[src/rtl/i2c_tgt_pkg.sv]
`timescale 1ns/1ps
package i2c_tgt_pkg;
  localparam int FLAG_W  = 6;
  localparam int IRQ_W   = 3;
  localparam int F_ADDR  = 0;
  localparam int F_GCALL = 1;
  localparam int F_STOP  = 2;
  localparam int F_TXE   = 3;
  localparam int F_RXF   = 4;
  localparam int F_BERR  = 5;

  typedef enum logic [2:0] {
    ST_IDLE, ST_ADDR, ST_AACK, ST_HOLD, ST_RXB, ST_RACK, ST_TXB, ST_TACK
  } tgt_state_e;
endpackage

[src/rtl/i2c_tgt_sync.sv]
`timescale 1ns/1ps
module i2c_tgt_sync #(
  parameter int STAGES = 2
) (
  input  logic clk_i,
  input  logic rst_ni,
  input  logic scl_i,
  input  logic sda_i,
  output logic sda_o,
  output logic scl_rise_o,
  output logic scl_fall_o,
  output logic start_o,
  output logic stop_o
);
  localparam int L = STAGES + 1;

  logic [L-1:0] scl_q, sda_q;
  logic s_scl, p_scl, s_sda, p_sda;

  always_ff @(posedge clk_i or negedge rst_ni) begin
    if (!rst_ni) begin
      scl_q <= '1;
      sda_q <= '1;
    end else begin
      scl_q <= {scl_q[L-2:0], scl_i};
      sda_q <= {sda_q[L-2:0], sda_i};
    end
  end

  assign s_scl = scl_q[L-2];
  assign p_scl = scl_q[L-1];
  assign s_sda = sda_q[L-2];
  assign p_sda = sda_q[L-1];

  assign sda_o      = s_sda;
  assign scl_rise_o = s_scl & ~p_scl;
  assign scl_fall_o = ~s_scl & p_scl;
  // SDA moving while SCL stays high
  assign start_o    = s_scl & p_scl & p_sda & ~s_sda;
  assign stop_o     = s_scl & p_scl & ~p_sda & s_sda;
endmodule

[src/rtl/i2c_tgt_flags.sv]
`timescale 1ns/1ps
module i2c_tgt_flags #(
  parameter int NF = 6,
  parameter int NI = 3
) (
  input  logic          clk_i,
  input  logic          rst_ni,
  input  logic [NF-1:0] set_i,
  input  logic [NF-1:0] clr_i,
  input  logic [NI-1:0] irq_en_i,
  output logic [NF-1:0] flags_o,
  output logic          irq_o
);
  logic [NF-1:0] flags_q;
  logic [NI-1:0] irq_vec;

  always_ff @(posedge clk_i or negedge rst_ni) begin
    if (!rst_ni) flags_q <= '0;
    else         flags_q <= (flags_q & ~clr_i) | set_i;  // set wins
  end

  for (genvar g = 0; g < NI; g++) begin : g_irq
    assign irq_vec[g] = flags_q[g] & irq_en_i[g];
  end

  assign flags_o = flags_q;
  assign irq_o   = |irq_vec;
endmodule

[src/rtl/i2c_tgt_responder.sv]
`timescale 1ns/1ps
module i2c_tgt_responder
  import i2c_tgt_pkg::*;
#(
  parameter int DATA_W      = 8,
  parameter int SYNC_STAGES = 2
) (
  input  logic              clk_i,
  input  logic              rst_ni,
  input  logic              scl_i,
  input  logic              sda_i,
  output logic              scl_oe_o,
  output logic              sda_oe_o,
  input  logic              master_en_i,
  input  logic [DATA_W-2:0] own_addr_i,
  input  logic              gc_dis_i,
  input  logic              ack_nak_i,
  input  logic              xfer_go_i,
  input  logic [DATA_W-1:0] tx_data_i,
  output logic [DATA_W-1:0] rx_data_o,
  output logic              rw_mode_o,
  input  logic [FLAG_W-1:0] flag_clr_i,
  input  logic [IRQ_W-1:0]  irq_en_i,
  output logic [FLAG_W-1:0] flags_o,
  output logic              irq_o
);
  localparam int CNT_W = $clog2(DATA_W + 1);
  localparam logic [CNT_W-1:0] LAST = CNT_W'(DATA_W);

  logic sda_s, scl_rise, scl_fall, start_det, stop_det;

  i2c_tgt_sync #(.STAGES(SYNC_STAGES)) u_sync (
    .clk_i      (clk_i),
    .rst_ni     (rst_ni),
    .scl_i      (scl_i),
    .sda_i      (sda_i),
    .sda_o      (sda_s),
    .scl_rise_o (scl_rise),
    .scl_fall_o (scl_fall),
    .start_o    (start_det),
    .stop_o     (stop_det)
  );

  tgt_state_e        state_q, state_d;
  logic [CNT_W-1:0]  cnt_q, cnt_d;
  logic [DATA_W-1:0] sh_q, sh_d, rx_q, rx_d;
  logic rw_q, rw_d, adr_q, adr_d, rel_q, rel_d, rxack_q, rxack_d;
  logic mack_q, mack_d, scl_oe_q, scl_oe_d, sda_oe_q, sda_oe_d;
  logic [FLAG_W-1:0] flag_set, flag_clr;
  logic go_ok, own_hit, gc_hit;

  assign own_hit = (sh_q[DATA_W-1:1] == own_addr_i) && (own_addr_i != '0);
  assign gc_hit  = (sh_q == '0) && !gc_dis_i;

  always_comb begin
    state_d  = state_q;
    cnt_d    = cnt_q;
    sh_d     = sh_q;
    rx_d     = rx_q;
    rw_d     = rw_q;
    adr_d    = adr_q;
    rel_d    = rel_q;
    rxack_d  = rxack_q;
    mack_d   = mack_q;
    scl_oe_d = scl_oe_q;
    sda_oe_d = sda_oe_q;
    flag_set = '0;
    go_ok    = 1'b0;
    if (master_en_i) begin
      state_d  = ST_IDLE;
      scl_oe_d = 1'b0;
      sda_oe_d = 1'b0;
      rel_d    = 1'b0;
      adr_d    = 1'b0;
    end else if (stop_det) begin
      if (adr_q) flag_set[F_STOP] = 1'b1;
      state_d  = ST_IDLE;
      adr_d    = 1'b0;
      scl_oe_d = 1'b0;
      sda_oe_d = 1'b0;
      rel_d    = 1'b0;
    end else if (start_det) begin
      state_d  = ST_ADDR;
      cnt_d    = '0;
      adr_d    = 1'b0;
      rxack_d  = 1'b0;
      scl_oe_d = 1'b0;
      sda_oe_d = 1'b0;
      rel_d    = 1'b0;
    end else begin
      unique case (state_q)
        ST_ADDR: begin
          if (scl_rise) begin
            sh_d  = {sh_q[DATA_W-2:0], sda_s};
            cnt_d = cnt_q + 1'b1;
          end else if (scl_fall && cnt_q == LAST) begin
            if (own_hit || gc_hit) begin
              sda_oe_d         = 1'b1;
              rw_d             = sh_q[0];
              adr_d            = 1'b1;
              flag_set[F_ADDR] = 1'b1;
              flag_set[F_GCALL] = gc_hit;
              state_d          = ST_AACK;
            end else begin
              state_d = ST_IDLE;
            end
          end
        end
        ST_AACK: if (scl_fall) begin
          sda_oe_d        = 1'b0;
          scl_oe_d        = 1'b1;
          cnt_d           = '0;
          flag_set[F_TXE] = rw_q;
          state_d         = ST_HOLD;
        end
        ST_HOLD: begin
          if (rel_q) begin
            // SDA set one cycle before SCL is let go
            scl_oe_d = 1'b0;
            rel_d    = 1'b0;
            cnt_d    = '0;
            state_d  = rw_q ? ST_TXB : (rxack_q ? ST_RACK : ST_RXB);
          end else if (xfer_go_i) begin
            go_ok = 1'b1;
            rel_d = 1'b1;
            if (rw_q) begin
              sh_d     = tx_data_i;
              sda_oe_d = ~tx_data_i[DATA_W-1];
            end else if (rxack_q) begin
              sda_oe_d = ~ack_nak_i;
            end
          end
        end
        ST_RXB: begin
          if (scl_rise) begin
            sh_d  = {sh_q[DATA_W-2:0], sda_s};
            cnt_d = cnt_q + 1'b1;
          end else if (scl_fall && cnt_q == LAST) begin
            rx_d            = sh_q;
            flag_set[F_RXF] = 1'b1;
            scl_oe_d        = 1'b1;
            rxack_d         = 1'b1;
            state_d         = ST_HOLD;
          end
        end
        ST_RACK: if (scl_fall) begin
          sda_oe_d = 1'b0;
          rxack_d  = 1'b0;
          cnt_d    = '0;
          state_d  = ST_RXB;
        end
        ST_TXB: begin
          if (scl_rise) begin
            if (!sda_oe_q && !sda_s) begin
              flag_set[F_BERR] = 1'b1;
              sda_oe_d         = 1'b0;
              state_d          = ST_IDLE;
            end else begin
              cnt_d = cnt_q + 1'b1;
            end
          end else if (scl_fall) begin
            if (cnt_q == LAST) begin
              sda_oe_d = 1'b0;
              state_d  = ST_TACK;
            end else begin
              sh_d     = {sh_q[DATA_W-2:0], 1'b0};
              sda_oe_d = ~sh_q[DATA_W-2];
            end
          end
        end
        ST_TACK: begin
          if (scl_rise) begin
            mack_d = sda_s;
          end else if (scl_fall) begin
            if (!mack_q) begin
              scl_oe_d        = 1'b1;
              flag_set[F_TXE] = 1'b1;
              state_d         = ST_HOLD;
            end else begin
              state_d = ST_IDLE;
            end
          end
        end
        default: ;
      endcase
    end
  end

  always_comb begin
    flag_clr = flag_clr_i;
    if (go_ok) begin
      flag_clr[F_TXE] = 1'b1;
      flag_clr[F_RXF] = 1'b1;
    end
  end

  always_ff @(posedge clk_i or negedge rst_ni) begin
    if (!rst_ni) begin
      state_q  <= ST_IDLE;
      cnt_q    <= '0;
      sh_q     <= '0;
      rx_q     <= '0;
      rw_q     <= 1'b0;
      adr_q    <= 1'b0;
      rel_q    <= 1'b0;
      rxack_q  <= 1'b0;
      mack_q   <= 1'b1;
      scl_oe_q <= 1'b0;
      sda_oe_q <= 1'b0;
    end else begin
      state_q  <= state_d;
      cnt_q    <= cnt_d;
      sh_q     <= sh_d;
      rx_q     <= rx_d;
      rw_q     <= rw_d;
      adr_q    <= adr_d;
      rel_q    <= rel_d;
      rxack_q  <= rxack_d;
      mack_q   <= mack_d;
      scl_oe_q <= scl_oe_d;
      sda_oe_q <= sda_oe_d;
    end
  end

  i2c_tgt_flags #(.NF(FLAG_W), .NI(IRQ_W)) u_flags (
    .clk_i    (clk_i),
    .rst_ni   (rst_ni),
    .set_i    (flag_set),
    .clr_i    (flag_clr),
    .irq_en_i (irq_en_i),
    .flags_o  (flags_o),
    .irq_o    (irq_o)
  );

  assign scl_oe_o  = scl_oe_q;
  assign sda_oe_o  = sda_oe_q;
  assign rx_data_o = rx_q;
  assign rw_mode_o = rw_q;
endmodule

[config.mk]
export PLATFORM = sky130hd
export DESIGN_NAME = i2c_tgt_responder
export DESIGN_NICKNAME = d
export VERILOG_FILES = /design/src/rtl/i2c_tgt_pkg.sv /design/src/rtl/i2c_tgt_sync.sv /design/src/rtl/i2c_tgt_flags.sv /design/src/rtl/i2c_tgt_responder.sv
export SDC_FILE = /design/constraint.sdc
export NUM_CORES = 1
export LEC_CHECK = 0
export BUFFER_PORTS_ARGS = -buffer_cell sky130_fd_sc_hd__buf_2
export CAP_MARGIN = 30
export CORE_MARGIN = 10
export CORE_UTILIZATION = 50
export DETAILED_ROUTE_END_ITERATION = 6
export PLACE_DENSITY_LB_ADDON = 0.08
export SKIP_CTS_REPAIR_TIMING = 1
export SLEW_MARGIN = 20
export SYNTH_ARGS = -nofsm -noshare
export SYNTH_HDL_FRONTEND = slang
export SYNTH_SLANG_ARGS = --single-unit
[constraint.sdc]
create_clock -name clk_i -period 2 [get_ports clk_i]
set_input_delay 0.2 -clock clk_i [delete_from_list [all_inputs] [get_ports clk_i]]
set_output_delay 0.2 -clock clk_i [all_outputs]
set_load 0.01 [all_outputs]
**After elaboration in Yosys (flattened, before gate mapping)**

Cells that the tools add are included.

- $add $sub $neg: 1
- Equal/unequal tests: 43
- Multiplexer cells: 102
- Bitwise logic cells: 24
- Reduce and logical (&&, ||, !) cells: 33

Operators by type and width:

| cell | count |
|---|---|
| 5-bit inequality test, second input constant | 13 |
| 8-bit two-way mux | 7 |
| 3-bit two-way mux | 18 |
| 1-bit two-way mux | 53 |
| 4-bit two-way mux | 6 |
| 6-bit inequality test, second input constant | 4 |
| 8-bit one-hot mux with 3 select lines | 1 |
| 3-bit one-hot mux with 7 select lines | 1 |
| 7-bit nonzero test | 3 |
| 2-bit two-way mux | 10 |
| 3-bit inequality test, second input constant | 6 |
| 4-bit one-hot mux with 4 select lines | 1 |
| 8-bit AND reduction | 2 |
| 4-bit nonzero test | 4 |
| 13-bit AND reduction | 1 |
| 3-bit equality test, second input constant | 4 |
| 2-bit inequality test, second input constant | 6 |
| 6-bit AND reduction | 2 |
| 1-bit inverter | 11 |
| 11-bit AND reduction | 1 |
| 1-bit AND | 10 |
| 10-bit AND reduction | 1 |
| 10-bit nonzero test | 1 |
| 8-bit logical NOT | 1 |
| other kinds (25) | 36 |

- Register bits after elaboration: 42
- Input bits: 32
- Output and inout bits: 18
- Word-level logic and storage cells: 217

**Longest topological paths before layout**

- Depth after elaboration: 11
- Depth in mapped cells: 9
- Mapped depth without buffers: 8

**Hierarchy**

A second synthesis with hierarchy kept.

- Cells, all modules: 247
- Area total of the unflattened synthesis: 2488.6 um^2

Modules (own cells, without submodules):

| module | instances | cells each | area an instance (um^2) | seq. area each (um^2) |
|---|---|---|---|---|
| i2c_tgt_responder | 1 | 217 | 2067.0 | 752.0 |
| i2c_tgt_flags | 1 | 20 | 231.5 | 150.1 |
| i2c_tgt_sync | 1 | 10 | 190.2 | 157.7 |

**Worst setup path after synthesis**

No wires, ideal clock.

- Kind: register to register
- From: reg state_q[2]
- To: reg sh_q[4]
- Library setup time: 0.125 ns
- Arrival time: 1.870 ns
- Required time: 1.875 ns
- Slack: 0.005 ns
- Stages on the path, launching flop included: 8
- Path buffers: 3
- Period minus slack after synthesis: 1.995 ns
- Cell sequence: dfrtp_1 buf_2 buf_2 nor2_1 a21o_1 clkbuf_1 mux2_2 mux2_2

- Longest elaborated chain between the ends: 4
- Elaborated cells between the ends (all ways): 15
- Those cells by class: 11 x eq/ne; 1 x mux; 3 x reduce/logical

RTL lines:

| item | RTL line | text |
|---|---|---|
| start, declared | i2c_tgt_responder.sv:44 | `tgt_state_e state_q, state_d;` |
| start signal, assigned | i2c_tgt_responder.sv:211 | `state_q <= state_d;` |
| 3-bit equality test or 3-bit by 1-bit equality test with 1-bit output (tied branches) | i2c_tgt_responder.sv:91 | `unique case (state_q)` |
| 2-bit OR reduction (no line) | -- |  |
| 2-bit by 1-bit inequality test with 1-bit output (no line) or 3-bit nonzero test (tied branches) | -- |  |
| 11-bit AND reduction (no line) | -- |  |
| end signal, assigned | i2c_tgt_responder.sv:201 | `sh_q <= '0;` |
| end signal, assigned | i2c_tgt_responder.sv:213 | `sh_q <= sh_d;` |
| end, declared | i2c_tgt_responder.sv:46 | `logic [DATA_W-1:0] sh_q, sh_d, rx_q, rx_d;` |

Parallel ways exist; a longest one is shown, timed or not.
A chain may end at the register's enable or synchronous reset.

**Worst setup path in the final report**

- From: reg u_sync.scl_q[1]
- To: reg state_q[2]

- Longest elaborated chain between the ends: 6
- Elaborated cells between the ends (all ways): 28
- Those cells by class: 12 x eq/ne; 5 x mux; 8 x bitwise; 3 x reduce/logical

RTL lines:

| item | RTL line | text |
|---|---|---|
| start, declared | i2c_tgt_sync.sv:17 | `logic [L-1:0] scl_q, sda_q;` |
| start signal, assigned | i2c_tgt_sync.sv:25 | `scl_q <= {scl_q[L-2:0], scl_i};` |
| 1-bit AND (on tied branches) | i2c_tgt_sync.sv:36, i2c_tgt_sync.sv:39, i2c_tgt_sync.sv:40 |  |
| 3-bit two-way mux or 1-bit AND (tied branches) | i2c_tgt_responder.sv:153, i2c_tgt_sync.sv:39 |  |
| 3-bit one-hot mux with 7 select lines or 1-bit AND (tied branches) | i2c_tgt_responder.sv:91, i2c_tgt_sync.sv:39 |  |
| 3-bit two-way mux | i2c_tgt_responder.sv:82 | `end else if (start_det) begin` |
| 3-bit two-way mux | i2c_tgt_responder.sv:75 | `end else if (stop_det) begin` |
| 3-bit two-way mux | i2c_tgt_responder.sv:69 | `if (master_en_i) begin` |

Parallel ways exist; a longest one is shown, timed or not.

==> flow_summary_export.csv <==
group,metric,value,unit
run_status,status,"finished with violations",
run_status,violations,"setup timing",
cells_and_area,num-fill-cells,377,
cells_and_area,drive_gt1_share,48.6,%
critical_path,path_cells,"buf_6, nand2b_4, o32a_1, a21oi_2, o21ai_0, o21ai_0, o21ai_2",
sta,setup_violations,4,
critical_path,worstSetupPathType,"flip-flop to flip-flop",
place,dp_cells,415,
cells_and_area,n_antenna_cell,0,
clocking,clk_path_buf_depth,2,
floorplanning,coreArea,4790,µm²
sta,rsz0062_at_grt,"true",
critical_path,critPathMaxFanout,6,
yosys,synth_area_per_cell,9.73,µm²
yosys,netlist_area,2490,µm²
critical_path,end_kind,"flip-flop",
critical_path,arrival,2.19,ns
floorplanning,core.rowCount,25,
floorplanning,die-height,90.6,µm
min_path,hold_path_class,"primary input to flip-flop",
yosys,async_flop_share,100,%
sta,fmax,496,MHz
sta,slew_headroom,65.0,%
route,drtPass1Iterations,5,
clocking,insertion_delay,0.30,ns
global_routing,antenna_found_initial,0,
yosys,synth.distinct_cells,59,
yosys,synth_nets,290,
yosys,synth_warnings,0,
clocking,clock-root-buffer,"clkbuf_8",
floorplanning,start_util,52.1,%
route,finalWirelength,7710,µm
clocking,cts_buffers,5,
floorplanning,ioPinCount,50,
route,dr_wl_met3,492,µm
clocking,path_clk_slew,0.09,ns
critical_path,worst_path_most_repeated_cell,"o21ai_0",
critical_path,cp_slowest_cell,"dfstp_2",
route,route.met2.wl,3730,µm
place,io_buffer_count,49,
pwr,leakage,1.69,nW
pwr,powerDensity,774,nW/µm²
global_routing,grt_pass1_vias,2494,
yosys,yosys.area.top_type,"dfrtp_1",
route,dr.max_layer_used,"met4",
sta,fin_crit,2.02,ns
pwr,vdd_drop_max,477,µV
route,met1Wirelength,3310,µm
place,place_hpwl,5780,µm
global_routing,grt_pass1_wl,12200,µm
global_routing,grt_max_degree,23,
yosys,synth_flop_cell,"dfrtp_1",
sta,finalHoldViolations,0,
critical_path,crit_path_start_kind,"flip-flop",
critical_path,reg2reg_from,"u_sync.scl_q[1]",
route,avgRoutedWirePerCell,17.9,µm
yosys,synth-seq-area-share,42.5,%
floorplanning,dieArea,8210,µm²
place,routabilityCongestion,0.919,
min_path,holdCritStartpoint,"flag_clr_i[5]",
yosys,synth.ff_latch_count,42,
sta,clock_skew,0.00995,ns
cells_and_area,area_growth_syn_to_layout,42.6,%
yosys,syn_inst,256,
sta,fin_crit_sh,101,%
route,ant_nets,0,
clocking,htree_levels,2,
critical_path,cp-startpoint,"u_sync.scl_q[1]",
sta,drv_slew,0,
floorplanning,die-width,90.6,µm
route,drt-initial-drc-count,154,
cells_and_area,num-nets-final,397,
global_routing,grt_overflow_total,0,
flow_run,cap_violations,0,
clocking,tritoncts,"built",
sta,fin_ws,-0.0154,ns
yosys,synth_top_area_share,35.2,%
route,drc,0,
critical_path,critPathRequiredTime,2.17,ns
cells_and_area,utilization,74.2,%
sta,tightest_slew,0.526,ns
route,viasPerCell,5.63,
yosys,synth_area_leaders,"dfrtp_1, mux2_2, dfstp_2, o21ai_0, nand2_1",
cells_and_area,final_cells,431,
global_routing,grt_usage,18.0,%
critical_path,slowest_delay,0.63,ns
clocking,cts_sinks,42,
route,vias,2425,
yosys,synth_edf_count,0,
## layout by cell type, fill, tap and decap left out, drive strengths merged, types with 4 or more instances in the layout
cell	Yosys	routed
a21oi	14	14
a31oi	4	4
buf	7	107
clkbuf	3	6
dfrtp	35	35
dfstp	7	7
inv	15	15
mux2	23	23
mux2i	6	6
nand2	19	19
nand2b	5	5
nand3	6	6
nor2	19	19
nor3	7	7
o21ai	22	22
o32ai	6	6
or2	4	4
xnor2	4	4
xor2	5	5
## Yosys cell counts (all sizes together) (3+ instances only)
cell type,n
a21oi,14
a31oi,4
buf,7
clkbuf,3
dfrtp,35
dfstp,7
inv,15
mux2,23
mux2i,6
nand2,19
nand2b,5
nand3,6
nand3b,3
nor2,19
nor3,7
nor3b,3
nor4,3
o21ai,22
o32ai,6
or2,4
or3,3
xnor2,4
xor2,5
## layer usage
metal / vias to the layer above / track usage (%)
met5: - / 0
met4: 0 / 5.31
met3: 21 / 4.49
met2: 97 / 30.7
met1: 1158 / 21.6
li1: 1149 / -
## sequential cells by signal, summed over array words and instances (netlist names)
register	cells
state_q	3
scl_oe_o	1
sh_q	8
u_sync.scl_q	3
cnt_q	4
rx_data_o	8
sda_oe_o	1
rel_q	1
adr_q	1
u_flags.flags_o	6
rxack_q	1
rw_mode_o	1
u_sync.sda_q	3
mack_q	1
## worst max-delay path, delay by kind of cell, from the launching register on
family	cells	cell delay (ns)
and+or+nand+nor	1	0.07
AOI/OAI and AO/OA	5	1.05
buffers and inverters	1	0.14
DFF	1	0.63
## power by group
group	internal, mW	switching, mW
Sequential	0.970	0.134
Clock	0.533	0.299
Combinational	0.432	0.382
Total	1.93	0.815
## cell type report
class	count	area (µm²)	share of cell area, %
multi-input combinational	189	1460	41.0
sequential	42	1060	29.9
timing repair buffer	110	752	21.2
tap	67	83.8	2.36
clock buffer	6	82.6	2.32
clock inverter	2	60.1	1.69
inverter	15	56.3	1.58
## logic make-up (layout without fill, tap and decap cells)
kind of cell	after synthesis	after routing	synth area share, %
multiplexers	29	29	12.8
flip-flops	42	42	42.5
adder cells (fa/ha/maj)	2	2	1.00
AO/OA/AOI/OAI	69	69	19.6
AND/OR/NAND/NOR	80	80	16.4
XOR/XNOR	9	9	3.47
buffers and inverters	25	133	4.12
## metrics by stage
stage / total power [mW] / setup slack (ns) / area [µm²] / hold WS, ns / TNS (ns)
after CTS: 2.70 / -0.101 / 3350 / -0.126 / -0.295
after global placement: 1.84 / -0.0774 / 3210 / 0.194 / -0.104
after detailed placement: 1.86 / -0.0868 / 3210 / 0.200 / -0.144
after global routing: 2.89 / -0.118 / 3550 / 0.0612 / -1.16
after floorplan: 1.50 / 0.00525 / 2490 / -0.0956 / 0
final: 2.75 / -0.0154 / 3550 / 0.0650 / -0.0298
## path summary, 6_finish.rpt
| check | to | slack [ns] | cells past startpoint |
|---|---|---|---|
| min in group asynchronous | sda_oe_o | 0.40 | 2 |
| hold reg to reg | u_sync.scl_q[1] | 0.36 | 0 |
| max in group asynchronous | mack_q | 1.00 | 3 |
| hold / removal | u_flags.flags_o[5] | 0.06 | 2 |
| setup / recovery | state_q[2] | -0.02 | 7 |
| setup reg to reg | state_q[2] | -0.02 | 7 |
Note: power is estimated with default switching activity, not from simulation.
